`src/rtl/ddr2i_pkg.sv`:
```
// Shared types for the DDR2 power-up sequencer.
// Assumes a single sequence of 16 steps; indices of the two pauses are fixed here.
package ddr2i_pkg;

    typedef enum logic [2:0] {
        CMD_NORMAL = 3'd0,
        CMD_NOP    = 3'd1,
        CMD_PRE    = 3'd2,
        CMD_MRS    = 3'd3,
        CMD_REF    = 3'd4,
        CMD_EMRS   = 3'd5
    } cmd_e;

    typedef enum logic [1:0] {
        K_CMD        = 2'd0,
        K_WAIT_LONG  = 2'd1,
        K_WAIT_SHORT = 2'd2
    } kind_e;

    typedef struct packed {
        kind_e      kind;
        cmd_e       cmd;
        logic [2:0] bank;
        logic       dll;
        logic [2:0] ocd;
    } step_t;

    localparam int STEP_W     = 4;
    localparam int IDX_LONG   = 1;
    localparam int IDX_SHORT  = 7;
    localparam int IDX_LAST   = 15;

endpackage

```
`src/rtl/ddr2i_step_table.sv`:
```
// Maps a step index to the command, bank and payload flags of that step.
// Assumes indices above IDX_LAST are never presented (they decode to normal mode).
module ddr2i_step_table
    import ddr2i_pkg::*;
(
    input  logic [STEP_W-1:0] idx,
    output step_t             entry
);

    // Decode the fixed power-up ordering.
    always_comb begin
        entry = '{kind: K_CMD, cmd: CMD_NORMAL, bank: 3'd0, dll: 1'b0, ocd: 3'd0};
        case (idx)
            4'd0:  entry.cmd  = CMD_NOP;
            4'd1:  entry.kind = K_WAIT_LONG;
            4'd2:  entry.cmd  = CMD_NOP;
            4'd3:  entry.cmd  = CMD_PRE;
            4'd4:  begin entry.cmd = CMD_EMRS; entry.bank = 3'd2; end
            4'd5:  begin entry.cmd = CMD_EMRS; entry.bank = 3'd3; end
            4'd6:  begin entry.cmd = CMD_EMRS; entry.bank = 3'd1; end
            4'd7:  entry.kind = K_WAIT_SHORT;
            4'd8:  begin entry.cmd = CMD_MRS; entry.dll = 1'b1; end
            4'd9:  entry.cmd  = CMD_PRE;
            4'd10: entry.cmd  = CMD_REF;
            4'd11: entry.cmd  = CMD_REF;
            4'd12: entry.cmd  = CMD_MRS;
            4'd13: begin entry.cmd = CMD_EMRS; entry.bank = 3'd1; entry.ocd = 3'd7; end
            4'd14: begin entry.cmd = CMD_EMRS; entry.bank = 3'd1; end
            default: entry.cmd = CMD_NORMAL;
        endcase
    end

endmodule

```
`src/rtl/ddr2i_delay_timer.sv`:
```
// Down-counter for the timed pauses: load sets the count, then it decrements to zero.
// Assumes load values of at least zero cycles remaining; expired is high at zero.
module ddr2i_delay_timer #(
    parameter int CNT_W = 16
) (
    input  logic             clk,
    input  logic             rst_n,
    input  logic             load,
    input  logic [CNT_W-1:0] load_val,
    output logic             expired
);

    logic [CNT_W-1:0] cnt_q;

    // Load or count down toward zero.
    always_ff @(posedge clk) begin
        if (!rst_n)
            cnt_q <= '0;
        else if (load)
            cnt_q <= load_val;
        else if (cnt_q != '0)
            cnt_q <= cnt_q - 1'b1;
    end

    assign expired = (cnt_q == '0);

    assert_load_R4: assert property (@(posedge clk) disable iff (!rst_n)
        load |=> (cnt_q == $past(load_val)));

    assert_count_down_R4: assert property (@(posedge clk) disable iff (!rst_n)
        (!load && cnt_q != '0) |=> (cnt_q == $past(cnt_q) - 1'b1));

endmodule

```
`src/rtl/ddr2_init_seq.sv`:
```
// DDR2 power-up sequencer: presents a fixed command list with two timed pauses,
// advancing one step per cmd_done, then raises init_done and the refresh interval.
// Assumes cmd_done is a single-cycle pulse from the command issue unit.
module ddr2_init_seq
    import ddr2i_pkg::*;
#(
    parameter int unsigned CLK_FREQ_HZ = 50_000_000,
    parameter int unsigned PWRUP_US    = 200,
    parameter int unsigned DLL_US      = 2,
    parameter int unsigned TREFI_NS    = 7800,
    parameter int          REF_W       = 16
) (
    input  logic             clk,
    input  logic             rst_n,
    input  logic             start,
    input  logic             cmd_done,
    output logic             busy,
    output logic             cmd_valid,
    output logic [2:0]       cmd_code,
    output logic [2:0]       cmd_bank,
    output logic             dll_reset,
    output logic [2:0]       ocd_mode,
    output logic             init_done,
    output logic [REF_W-1:0] refresh_count
);

    localparam longint unsigned KHZ       = longint'(CLK_FREQ_HZ) / 1000;
    localparam longint unsigned LONG_RAW  = (KHZ * PWRUP_US + 500) / 1000;
    localparam longint unsigned SHORT_RAW = (KHZ * DLL_US + 500) / 1000;
    localparam longint unsigned LONG_CYC  = (LONG_RAW  < 1) ? 1 : LONG_RAW;
    localparam longint unsigned SHORT_CYC = (SHORT_RAW < 1) ? 1 : SHORT_RAW;
    localparam longint unsigned REF_CYC   =
        (longint'(TREFI_NS) * CLK_FREQ_HZ + 500_000_000) / 1_000_000_000;
    localparam int CNT_W = $clog2(LONG_CYC + 1);

    typedef enum logic [1:0] {S_IDLE, S_CMD, S_WAIT, S_DONE} state_e;

    state_e            state_q;
    logic [STEP_W-1:0] step_q;
    logic [STEP_W-1:0] step_nx;
    logic [REF_W-1:0]  ref_q;
    step_t             cur;
    logic              tmr_load;
    logic [CNT_W-1:0]  tmr_val;
    logic              tmr_expired;
    logic              nx_long;
    logic              nx_short;

    ddr2i_step_table u_table (
        .idx   (step_q),
        .entry (cur)
    );

    assign step_nx  = step_q + 4'd1;
    assign nx_long  = (step_nx == STEP_W'(IDX_LONG));
    assign nx_short = (step_nx == STEP_W'(IDX_SHORT));

    // Load the pause timer when an acknowledged command leads into a pause.
    always_comb begin
        tmr_load = (state_q == S_CMD) && cmd_done && (nx_long || nx_short);
        tmr_val  = nx_long ? CNT_W'(LONG_CYC - 1) : CNT_W'(SHORT_CYC - 1);
    end

    ddr2i_delay_timer #(.CNT_W(CNT_W)) u_timer (
        .clk      (clk),
        .rst_n    (rst_n),
        .load     (tmr_load),
        .load_val (tmr_val),
        .expired  (tmr_expired)
    );

    // Sequence control: step through commands and pauses, finish with the refresh value.
    always_ff @(posedge clk) begin
        if (!rst_n) begin
            state_q <= S_IDLE;
            step_q  <= '0;
            ref_q   <= '0;
        end else begin
            case (state_q)
                S_IDLE: if (start) begin
                    state_q <= S_CMD;
                    step_q  <= '0;
                end
                S_CMD: if (cmd_done) begin
                    if (step_q == STEP_W'(IDX_LAST)) begin
                        state_q <= S_DONE;
                        ref_q   <= REF_W'(REF_CYC);
                    end else begin
                        step_q  <= step_nx;
                        state_q <= (nx_long || nx_short) ? S_WAIT : S_CMD;
                    end
                end
                S_WAIT: if (tmr_expired) begin
                    step_q  <= step_nx;
                    state_q <= S_CMD;
                end
                default: state_q <= S_DONE;
            endcase
        end
    end

    assign busy          = (state_q == S_CMD) || (state_q == S_WAIT);
    assign cmd_valid     = (state_q == S_CMD);
    assign init_done     = (state_q == S_DONE);
    assign refresh_count = ref_q;
    assign cmd_code      = cur.cmd;
    assign cmd_bank      = cur.bank;
    assign dll_reset     = cur.dll;
    assign ocd_mode      = cur.ocd;

    assert_hold_R3: assert property (@(posedge clk) disable iff (!rst_n)
        (cmd_valid && !cmd_done) |=> (cmd_valid && $stable(cmd_code) && $stable(cmd_bank)
                                      && $stable(dll_reset) && $stable(ocd_mode)));

    assert_start_ignored_R9: assert property (@(posedge clk) disable iff (!rst_n)
        (cmd_valid && start && !cmd_done) |=> $stable(step_q));

    assert_done_sticky_R8: assert property (@(posedge clk) disable iff (!rst_n)
        init_done |=> init_done);

    assert_quiet_after_done_R8: assert property (@(posedge clk) disable iff (!rst_n)
        init_done |-> (!cmd_valid && !busy));

    assert_refresh_only_done_R8: assert property (@(posedge clk) disable iff (!rst_n)
        (refresh_count != '0) |-> init_done);

endmodule

```
`config.mk`:
```
export PLATFORM = sky130hd
export DESIGN_NAME = ddr2_init_seq
export DESIGN_NICKNAME = d
export VERILOG_FILES = /design/src/rtl/ddr2i_pkg.sv /design/src/rtl/ddr2i_step_table.sv /design/src/rtl/ddr2i_delay_timer.sv /design/src/rtl/ddr2_init_seq.sv
export SDC_FILE = /design/constraint.sdc
export NUM_CORES = 1
export LEC_CHECK = 0
export ABC_AREA = 1
export BUFFER_PORTS_ARGS = -buffer_cell sky130_fd_sc_hd__buf_4
export CAP_MARGIN = 0
export CORE_ASPECT_RATIO = 0.9
export CORE_MARGIN = 2
export CORE_UTILIZATION = 50
export CTS_CLUSTER_DIAMETER = 80
export DETAILED_ROUTE_END_ITERATION = 7
export HOLD_SLACK_MARGIN = 0.05
export PLACE_DENSITY = 0.74
export SLEW_MARGIN = 20
export SYNTH_ARGS = -nofsm -noshare
export SYNTH_HDL_FRONTEND = slang
export SYNTH_SLANG_ARGS = --single-unit
export TNS_END_PERCENT = 100
```
`constraint.sdc`:
```
create_clock -name clk -period 1.6 [get_ports clk]
set_clock_uncertainty 0.05 [all_clocks]
set_input_delay 0.16 -clock clk [delete_from_list [all_inputs] [get_ports clk]]
set_output_delay 0.16 -clock clk [all_outputs]
set_load 0.02 [all_outputs]
```
Word level (Yosys, flattened, before mapping)
Index checks and enable logic that the tools add are counted.

storage, ports and cells
  register bits after elaboration = 21
  output and inout port bits = 29
  word-level logic and storage cells = 65

cells by class
  add/sub/neg operators = 2
  equal/unequal tests = 22
  muxes and demuxes = 18
  reduce and logical (&&, ||, !) cells = 19

operators with widths
  cell                                                                  number
  14-bit two-way mux                                                    3
  4-bit == test, second input constant                                  8
  4-bit by 3-bit == test with 1-bit output, second input constant       4
  4-bit two-way mux                                                     4
  3-bit case mux with 5 select lines                                    1
  14-bit zero test                                                      1
  14-bit nonzero test                                                   1
  14-bit by 1-bit subtractor with 14-bit output, second input constant  1
  2-bit case mux with 3 select lines                                    2
  4-bit case mux with 3 select lines                                    1
  2-bit two-way mux                                                     5
  4-bit by 2-bit == test with 1-bit output, second input constant       2
  2-bit != test, second input constant                                  4
  2-bit OR reduction                                                    4
  3-bit AND reduction                                                   2
  5-bit AND reduction                                                   1
  5-bit OR reduction                                                    1
  4-bit by 1-bit adder with 4-bit output, second input constant         1
  2-bit == test, second input constant                                  2
  4-bit by 1-bit == test with 1-bit output, second input constant       1
  4-bit zero test                                                       1
  3-bit two-way mux                                                     1
  3-bit nonzero test                                                    1
  3-bit OR reduction                                                    1
  6 further kinds                                                       8

Depth between registers and ports, before layout
Gate-level depths: netlist (run 1).

  depth in word-level cells = 7
  mapped depth = 11
  gate-level depth less buffers = 11

Cells and area by module
Synthesis (run 1) repeated with hierarchy kept, for this count alone.

second synthesis, totals
  cell total of the unflattened synthesis = 279
  area total of the unflattened synthesis = 1,785.5 um^2

modules (own cells, without submodules)
  module             times used  cells each  area an instance (um^2)
  ddr2i_delay_timer  1           156         987.2
  ddr2_init_seq      1           90          640.6
  ddr2i_step_table   1           33          157.7

Worst setup path after synthesis (run 1)
No wires, ideal clock.

  kind = reg-to-output
  from = register step_q[0]
  to = output port cmd_code[0]
  data arrival time = 1,364 ps
  slack = 26 ps
  cell stages (with the launch flop) = 6
  buffers on the path = 0
  cells stage by stage = dfxtp_1 inv_1 ha_1 o21a_1 a31oi_1 nand3_1

on the way
  cells in the longest elaborated chain, start to end = 3
  elaborated cells between the ends (all ways) = 19
  those cells by class = eq/ne: 12; mux: 1; reduce/logical: 6

RTL lines
  item                                                                       line                    source
  start: declaration                                                         ddr2_init_seq.sv:39     logic [STEP_W-1:0] step_q;
  start signal: assignment                                                   ddr2_init_seq.sv:89     step_q <= step_nx;
  start signal: assignment                                                   ddr2_init_seq.sv:94     step_q <= step_nx;
  4-bit by 3-bit == test with 1-bit output, or another cell as far along     ddr2i_step_table.sv:13  case (idx)
  5-bit OR reduction (no source line) or 2-bit OR reduction (tied branches)  --
  3-bit case mux with 5 select lines *                                       ddr2i_step_table.sv:13
  end: declaration                                                           ddr2_init_seq.sv:19     output logic [2:0] cmd_code,

Mark *: on every way between the ends. The rest lies on a longest branch, timed or not.

Worst setup path in the final report (run 1)
Ends and elaborated chain as after synthesis.

==> results.cfg, run 1 <==
[outcome]
status = complete, but fails checks
violations = setup timing

[worst_setup_path]
cp_common_cell = buf_6
r2r-start = step_q[1]
crit_family = compound AO/OA/AOI/OAI gates
critPathCaptureType = primary output
required_ns = 1.39
path_buf_inv = 2
cp_max_fo = 3
path_cells = buf_6, ha_4, o21a_4, a31oi_4, nand3_2, buf_6
r2r-end = u_timer.cnt_q[10]
start_kind = flop
crit_type = flop to primary output
worst_r2r_path_depth = 10
cp_data_arrival_time_ns = 1.51
rrSetupSlack_ns = -0.05
slowest_stage = dfxtp_4
slowest_delay_ns = 0.36

[clock_tree]
clockBufferDepth = 2
clock_latency_ns = 0.27
clk_pin_slew_ns = 0.08
cts_buffers = 3
clock-root-buffer = clkbuf_8
cts-htree-levels = 1
clock-sinks = 21
cts_tree = built

[routing]
wl_per_cell_um = 12.2
dr.max_layer_used = met4
viasPerCell = 4.99
remaining_drc_errors = 0
initialDrtViolationCount = 125
ant_nets = 0
wl_met3_um = 303
num_vias = 1787
route.final.wire_length_um = 4360
wl_met1_um = 1990
routed-wl-met2_um = 2040
drt_first_pass_iters = 4

[timing]
hold_violations = 0
rsz0062_at_grt = true
setup_tns_ns = -0.449
finalMaxSlewViolations = 0
clock.fmax_mhz = 583
finalCritPeriodShare_pct = 107
worst_slack_ns = -0.116
setup_violations = 10
min_period_ns = 1.72
hold_ws_ns = 0.131

[logic_synthesis]
ys_ff_latch = 21
syn_area_mm2 = 0.00175
synth_top_area_share_pct = 24.0
yosysSeqAreaShare_pct = 24.0
yosysTopAreaCell = dfxtp_1
netlist_instances = 279
syn_area_per_cell_um2 = 6.27
synthDistinctLibCells = 30
yosys_warnings = 0
netlist_top_cells_area = dfxtp_1 (24%), nand2_1 (19%), nor2_1 (9.0%)

[grt]
grt_max_degree = 15
grt.total_usage_pct = 21.2
grt_pass1_vias = 1460
antenna_found_initial = 0
grt_remaining_overflow = 0
grt_pass1_wl_um = 6470

[min_path]
min_path_type = primary input to flop
hold-path-endpoint = step_q[0]
hold_path_depth = 3
hp-start = rst_n

[finish]
mostFrequentLayoutCells = nand2_1 (86), nor2_1 (40), buf_4 (32)
final_area_mm2 = 0.00223
n_antenna_cell = 0
nets = 330
final_common_cell = nand2_1
drive_gt1_share_pct = 30.6
nFillCells = 297
area_delta_synth_final_pct = 27.5

[pwr]
p_leak_nw = 1.14
powerDensity_mw_per_mm2 = 2410
max-vdd-ir-drop_mv = 1.22

[die]
fp.coreArea_mm2 = 0.00335
chipHeight_um = 60.1
die_w_um = 66.3
fp.dieArea_mm2 = 0.00399
start_util_pct = 52.2
rows = 20
pin_count = 33

[placement]
post-place-ws_ns = -0.0437
place.detailed.hpwl_um = 2990
io_buffers = 19
gp_routability_congestion = 0.926
dpl_cell_area_mm2 = 0.00189

[flow_run]
cap_violations = 0
## kinds of logic (layout without fill, tap and decap cells)
logic type      after synthesis  after routing  synth area share (%)
compound gates               18             18                  5.87
xor+xnor                      4              4                  2.00
fa+ha+maj                    11             11                  7.87
buf+inv                      57             79                  17.5
flops                        21             21                  24.0
other cells                   1             13                 0.214
simple gates                167            168                  42.5
## how the worst max path moves through the flow
stage,slack [ns],start,cells past startpoint,end
floorplan,0.03,step_q[0],5,cmd_code[0]
global placement,0.01,step_q[0],9,u_timer.cnt_q[9]
detailed placement,-0.04,step_q[1],9,u_timer.cnt_q[5]
CTS,-0.09,step_q[0],6,cmd_code[0]
global route,-0.18,step_q[0],6,cmd_code[0]
finish,-0.12,step_q[0],6,cmd_code[0]
## cells in the mapped netlist (all sizes together)
| cell | instances |
|---|---|
| nand2 | 94 |
| nor2 | 49 |
| inv | 35 |
| buf | 21 |
| dfxtp | 21 |
| nand3 | 17 |
| ha | 11 |
| o21ai | 7 |
| a21oi | 6 |
| nand4 | 4 |
| a31oi | 2 |
| xnor2 | 2 |
| xor2 | 2 |
| a211oi | 1 |
| clkbuf | 1 |
| conb | 1 |
| nor3 | 1 |
| nor3b | 1 |
| nor4 | 1 |
| o21a | 1 |
| o22ai | 1 |
## routing by layer
layer / GRT usage (%) / vias up
li1: - / 904
met1: 28.3 / 814
met2: 35.3 / 65
met3: 4.90 / 4
met4: 4.08 / 0
met5: 0 / -
## flip-flops by register name (all words and copies together), names as in the netlist
signal / cells
state_q: 2
refresh_count: 1
u_timer.cnt_q: 14
step_q: 4
## tightest hold or removal path: cells and delay by family
| family | cells | cell delay, ns |
|---|---|---|
| buf+inv | 1 | 0.15 |
| simple gates | 2 | 0.10 |
## area by class of cell
type                       instances  area, um2  share of cell area, %
multi-input combinational        214       1230                   55.1
sequential                        21        434                   19.5
timing repair buffer              40        330                   14.8
inverter                          35        136                   6.11
tap                               44       55.1                   2.47
clock buffer                       3       41.3                   1.85
clock inverter                     1       5.00                  0.224
## through the flow
step,util [%],cells,power [mW]
after floorplan,-,291,3.44
after global placement,56.5,342,4.19
after detailed placement,56.5,342,4.26
after CTS,61.1,351,4.83
after global routing,66.5,358,5.84
final,66.5,358,5.37
## report_power, final
part           internal (mW)  switching (mW)  leakage, nW  total (mW)
combinational           1.59            2.38        0.942        3.97
sequential             0.771           0.279        0.176        1.05
clock                  0.174           0.179       0.0255       0.353
## repair_timing
item | 4_1_cts | 5_1_grt
gates resized for setup | 18 | 33
hold buffers | 0 | 0
pin swaps | 5 | 5
buffers inserted | 5 | 6
endpoints found under the setup margin | 16 | 29
cloned | 0 | 1
Power figures use the tool's default switching activity.
==> run 2: changes to the inputs <==
--- a/config.mk
+++ b/config.mk
@@ -15,6 +15,7 @@
 export DETAILED_ROUTE_END_ITERATION = 7
 export HOLD_SLACK_MARGIN = 0.05
 export PLACE_DENSITY = 0.74
+export RECOVER_POWER = 100
 export SLEW_MARGIN = 20
 export SYNTH_ARGS = -nofsm -noshare
 export SYNTH_HDL_FRONTEND = slang
==> run 2 against run 1 <==
Effect of this change: the flow still finishes with violations (setup timing); global-route usage stayed put; sequential power hardly changed; flip-flop and latch count stayed put; critical endpoint unchanged; largest cell class unchanged; highest routed layer unchanged.
==> results.cfg, run 2 (synthesis gave the netlist of run 1 again) <==
[routing]
viasPerCell = 4.98
ant_nets = 0
route.final.wire_length_um = 4360
wl_per_cell_um = 12.2
remaining_drc_errors = 0
drt_first_pass_iters = 4
num_vias = 1784
initialDrtViolationCount = 125

[worst_setup_path]
path_cells = buf_6, ha_4, o21a_4, a31oi_4, nand3_2, buf_6
start_kind = flop
slowest_delay_ns = 0.36
cp_common_cell = buf_6
rrSetupSlack_ns = -0.05
slowest_stage = dfxtp_4
r2r-start = step_q[1]
crit_type = flop to primary output
cp_max_fo = 3
required_ns = 1.39
critPathLaunch = step_q[0]
cp_data_arrival_time_ns = 1.51
critPathCaptureType = primary output

[finish]
nFillCells = 303
multiInputGateArea_mm2 = 0.00123
final_common_cell = nand2_1
nets = 330
top_regs = u_timer.cnt_q x14, step_q x4, state_q x2
drive_gt1_share_pct = 29.3
regArea_um2 = 434
mostFrequentLayoutCells = nand2_1 (86), nor2_1 (40), inv_1 (30)
n_antenna_cell = 0
area_delta_synth_final_pct = 26.7
largest_reg_flops = 14
largest-register = u_timer.cnt_q

[pwr]
p_seq_share_pct = 19.6
p_sw_mw = 2.83
p_int_mw = 2.54
p_clk_share_pct = 6.6
powerDensity_mw_per_mm2 = 2420
p_comb_share_pct = 73.9
power.total_mw = 5.37
p_leak_nw = 1.13
max-vdd-ir-drop_mv = 1.22
p_sw_share_pct = 52.8

[placement]
gp_routability_congestion = 0.926
place.detailed.hpwl_um = 2990
io_buffers = 19

[clock_tree]
cts-htree-levels = 1
clock_latency_ns = 0.27
clock-root-buffer = clkbuf_8
clock-sinks = 21
cts_hold_buffers = 0
cts_tree = built
cts_buffers = 3
clk_pin_slew_ns = 0.08
clockBufferDepth = 2

[timing]
clock.fmax_mhz = 583
setup_violations = 9
finalCritPeriodShare_pct = 107
hold_violations = 0
hold_ws_ns = 0.131
worst_slack_ns = -0.116
min_period_ns = 1.72
rsz0062_at_grt = true
finalMaxSlewViolations = 0

[die]
chipHeight_um = 60.1
rows = 20
fp.dieArea_mm2 = 0.00399
fp.coreArea_mm2 = 0.00335
pin_count = 33
die_w_um = 66.3
start_util_pct = 52.2

[grt]
use_met2_pct = 35.3
grt_pass1_vias = 1460
grt_pass1_wl_um = 6470
use_met3_pct = 4.90
grt.total_usage_pct = 21.2
antenna_found_initial = 0
grt_remaining_overflow = 0
grt_max_degree = 15
met1_usage_pct = 28.3
busiest_layer = met2

[flow_run]
cap_violations = 0

[outcome]
status = complete, but fails checks
violations = setup timing

[min_path]
hp-start = rst_n
min_path_type = primary input to flop
==> run 2: cell count changes in the layout (fill, tap and decap cells not counted), sizes merged <==
| cell | delta |
|---|---|
| clkbuf | +4 |
| buf | -4 |
==> run 2: layout make-up <==
cell class / instances / area share (%)
Multi-Input combinational cell: 214 / 55.4
Sequential cell: 21 / 19.6
Timing Repair Buffer: 40 / 14.2
Inverter: 35 / 6.15
Tap cell: 44 / 2.48
Clock buffer: 3 / 1.86
Clock inverter: 1 / 0.226
==> run 2: power by group through the flow <==
| stage | combinational, mW | sequential, mW | clock (mW) |
|---|---|---|---|
| 3_3_place_gp | 3.21 | 0.983 | 0 |
| 2_1_floorplan | 2.51 | 0.933 | 0 |
| 4_1_cts | 3.46 | 1.01 | 0.360 |
| 3_5_place_dp | 3.26 | 0.996 | 0 |
| 6_report | 3.96 | 1.05 | 0.353 |
| 5_1_grt | 4.37 | 1.08 | 0.388 |
==> run 2: timing repair <==
action,in CTS,in global routing
setup endpoints to repair,16,29
buffers inserted,5,6
cloned,0,1
gates resized for setup,18,33
endpoints found under the hold margin,0,0
pin swaps,5,5
==> run 2: worst paths after layout <==
| path | end | depth (start not counted) |
|---|---|---|
| worst min register to register | u_timer.cnt_q[0] | 2 |
| worst max register to register | u_timer.cnt_q[10] | 10 |
| worst max-delay path | cmd_code[0] | 6 |
| worst min-delay path | step_q[0] | 3 |
==> run 2: per-layer routing <==
metal  vias to the layer above  wire, um
met4                         0        23
met5                         -         0
met1                       812      2000
met2                        65      2040
met3                         4       304
li1                        903         -
==> run 2: stage by stage <==
| step | area [um2] | instances | TNS, ns | util [%] | worst slack [ns] |
|---|---|---|---|---|---|
| finish | 2220 | 358 | -0.462 | 66.1 | -0.116 |
| detailed placement | 1890 | 342 | -0.165 | 56.5 | -0.0437 |
| global placement | 1890 | 342 | 0 | 56.5 | 0.0102 |
| global route | 2220 | 358 | -2.01 | 66.1 | -0.179 |
| floorplan | 1790 | 291 | 0 | - | 0.0258 |
| CTS | 2050 | 351 | -0.239 | 61.1 | -0.0909 |
==> run 2: critical path: cells and delay by family, from the launching register on <==
family | cells | cell delay (ns)
AND/OR/NAND/NOR | 1 | 0.09
buffers and inverters | 2 | 0.26
flip-flops | 1 | 0.36
adder cells (fa/ha/maj) | 1 | 0.15
AO/OA/AOI/OAI | 2 | 0.38
==> run 3: changes to the inputs <==
--- a/config.mk
+++ b/config.mk
@@ -7,14 +7,14 @@
 export LEC_CHECK = 0
 export ABC_AREA = 1
 export BUFFER_PORTS_ARGS = -buffer_cell sky130_fd_sc_hd__buf_4
-export CAP_MARGIN = 0
+export CAP_MARGIN = 10
 export CORE_ASPECT_RATIO = 0.9
 export CORE_MARGIN = 2
-export CORE_UTILIZATION = 50
+export CORE_UTILIZATION = 55
 export CTS_CLUSTER_DIAMETER = 80
 export DETAILED_ROUTE_END_ITERATION = 7
 export HOLD_SLACK_MARGIN = 0.05
-export PLACE_DENSITY = 0.74
+export PLACE_DENSITY = 0.77
 export RECOVER_POWER = 100
 export SLEW_MARGIN = 20
 export SYNTH_ARGS = -nofsm -noshare
==> constraint.sdc (replaced) <==
create_clock -name clk -period 1.7 [get_ports clk]
set_clock_uncertainty 0.05 [all_clocks]
set_input_delay 0.085 -clock clk [delete_from_list [all_inputs] [get_ports clk]]
set_output_delay 0.085 -clock clk [all_outputs]
set_load 0.02 [all_outputs]
==> run 3 against run 2 <==
Effect of this change: the flow still finishes with violations (setup timing); clock power shrank 29%; utilization rose by 0.82 points; flip-flop and latch count unchanged; non-clock buffer count shrank 9; global-route usage increased by 2.0 points; final cell count shrank 3.1%; sequential share of layout area increased by 1.3 points; critical endpoint unchanged.
==> results.cfg, run 3 (synthesis gave the netlist of run 1 again) <==
[outcome]
status = complete, but fails checks
violations = setup timing

[worst_setup_path]
worst_r2r_path_depth = 11
start_kind = flop
critPathCaptureType = primary output
cp_data_arrival_time_ns = 1.64
cp_max_fo = 4
crit_type = flop to primary output
required_ns = 1.56

[finish]
top_regs = u_timer.cnt_q x14, step_q x4, state_q x2
regArea_um2 = 425
final_core_util_pct = 66.9
largest_reg_flops = 14
area_delta_synth_final_pct = 16.4
nFillCells = 277
nets = 321
drive_gt1_share_pct = 22.3
multiInputGateArea_mm2 = 0.00117
final_area_mm2 = 0.00204
largest-register = u_timer.cnt_q
mostFrequentLayoutCells = nand2_1 (88), nor2_1 (41), inv_1 (30)
final_common_cell = nand2_1
n_antenna_cell = 0

[die]
start_util_pct = 57.5
chipHeight_um = 57.5
fp.dieArea_mm2 = 0.00365
die_w_um = 63.4
fp.coreArea_mm2 = 0.00304
pin_count = 33
rows = 19

[timing]
hold_ws_ns = 0.244
worst_slack_ns = -0.0794
setup_tns_ns = -0.101
min_period_ns = 1.78
hold_violations = 0
clock.fmax_mhz = 562
finalCritPeriodShare_pct = 105
rsz0062_at_grt = true
setup_violations = 3
finalMaxSlewViolations = 0

[routing]
drt_first_pass_iters = 4
route.final.wire_length_um = 4050
initialDrtViolationCount = 53
ant_nets = 0
remaining_drc_errors = 0
viasPerCell = 4.98
num_vias = 1728
wl_per_cell_um = 11.7

[pwr]
max-vdd-ir-drop_mv = 1.11
p_leak_nw = 1.06
powerDensity_mw_per_mm2 = 2260

[flow_run]
cap_violations = 0

[clock_tree]
clock-sinks = 21
cts_buffers = 3
cts_tree = built
cts-htree-levels = 1
clk_pin_slew_ns = 0.13
clock-root-buffer = clkbuf_4
clock_latency_ns = 0.32
clockBufferDepth = 2

[min_path]
hold_path_depth = 6
min_path_type = primary input to flop

[grt]
antenna_found_initial = 0
grt.total_usage_pct = 23.2
grt_remaining_overflow = 0
grt_max_degree = 13
grt_pass1_vias = 1502
grt_pass1_wl_um = 6660

[placement]
io_buffers = 19
post-place-ws_ns = -0.00992
place.detailed.hpwl_um = 2820
gp_routability_congestion = 0.897
dpl_cell_area_mm2 = 0.00186
[run 3: changes by cell type in the layout (fill, tap and decap cells not counted), moves of 3 or more]
cell / delta
ha_1: +3
buf_4: -10
dfxtp_1: +3
clkbuf_8: -3
buf_6: -3
clkbuf_4: +3
[run 3: where the power goes]
part	internal (mW)	switching, mW
combinational	1.29	2.11
sequential	0.710	0.235
clock	0.0881	0.163
total	2.09	2.51
[run 3: worst max-delay path, cell delays in order, from the launching register on]
cell     delay (ns)
dfxtp_2        0.39
inv_2          0.08
ha_4           0.18
o21a_1         0.21
a31oi_2        0.16
nand3_1        0.14
buf_6          0.16
[run 3: path summary, 6_finish.rpt]
kind	startpoint	to	slack (ns)
hold reg to reg	u_timer.cnt_q[0]	u_timer.cnt_q[0]	0.49
setup reg to reg	step_q[1]	u_timer.cnt_q[10]	-0.02
hold / removal	start	step_q[2]	0.24
setup / recovery	step_q[1]	cmd_code[0]	-0.08
[run 3: timing repair]
item	CTS	global route
hold buffers	1	0
gates cloned	1	0
pin swaps	3	5
resized for setup	12	19
endpoints found under the hold margin	7	0
setup buffers	4	2
setup endpoints to repair	11	29
[run 3: metal layers]
| metal | global-route usage (%) | up-vias | share of wire [%] |
|---|---|---|---|
| met5 | 0 | - | 0 |
| met2 | 37.0 | 67 | 45 |
| met3 | 6.71 | 9 | 7.7 |
| met4 | 5.28 | 0 | 1.5 |
| met1 | 31.2 | 769 | 46 |
| li1 | - | 883 | - |
[run 3: layout make-up]
type	instances	share of cell area [%]
clock buffers	3	1.11
multi-input cells	214	57.3
clock inverters	1	0.246
well taps	42	2.58
inverters	35	6.58
flip-flops and latches	21	20.9
repair buffers	31	11.2
[run 3: metrics by stage]
step / cells / power, mW
after floorplan: 291 / 3.24
after global placement: 336 / 3.86
after detailed placement: 336 / 3.90
after CTS: 346 / 4.37
after global routing: 347 / 5.07
final: 347 / 4.60
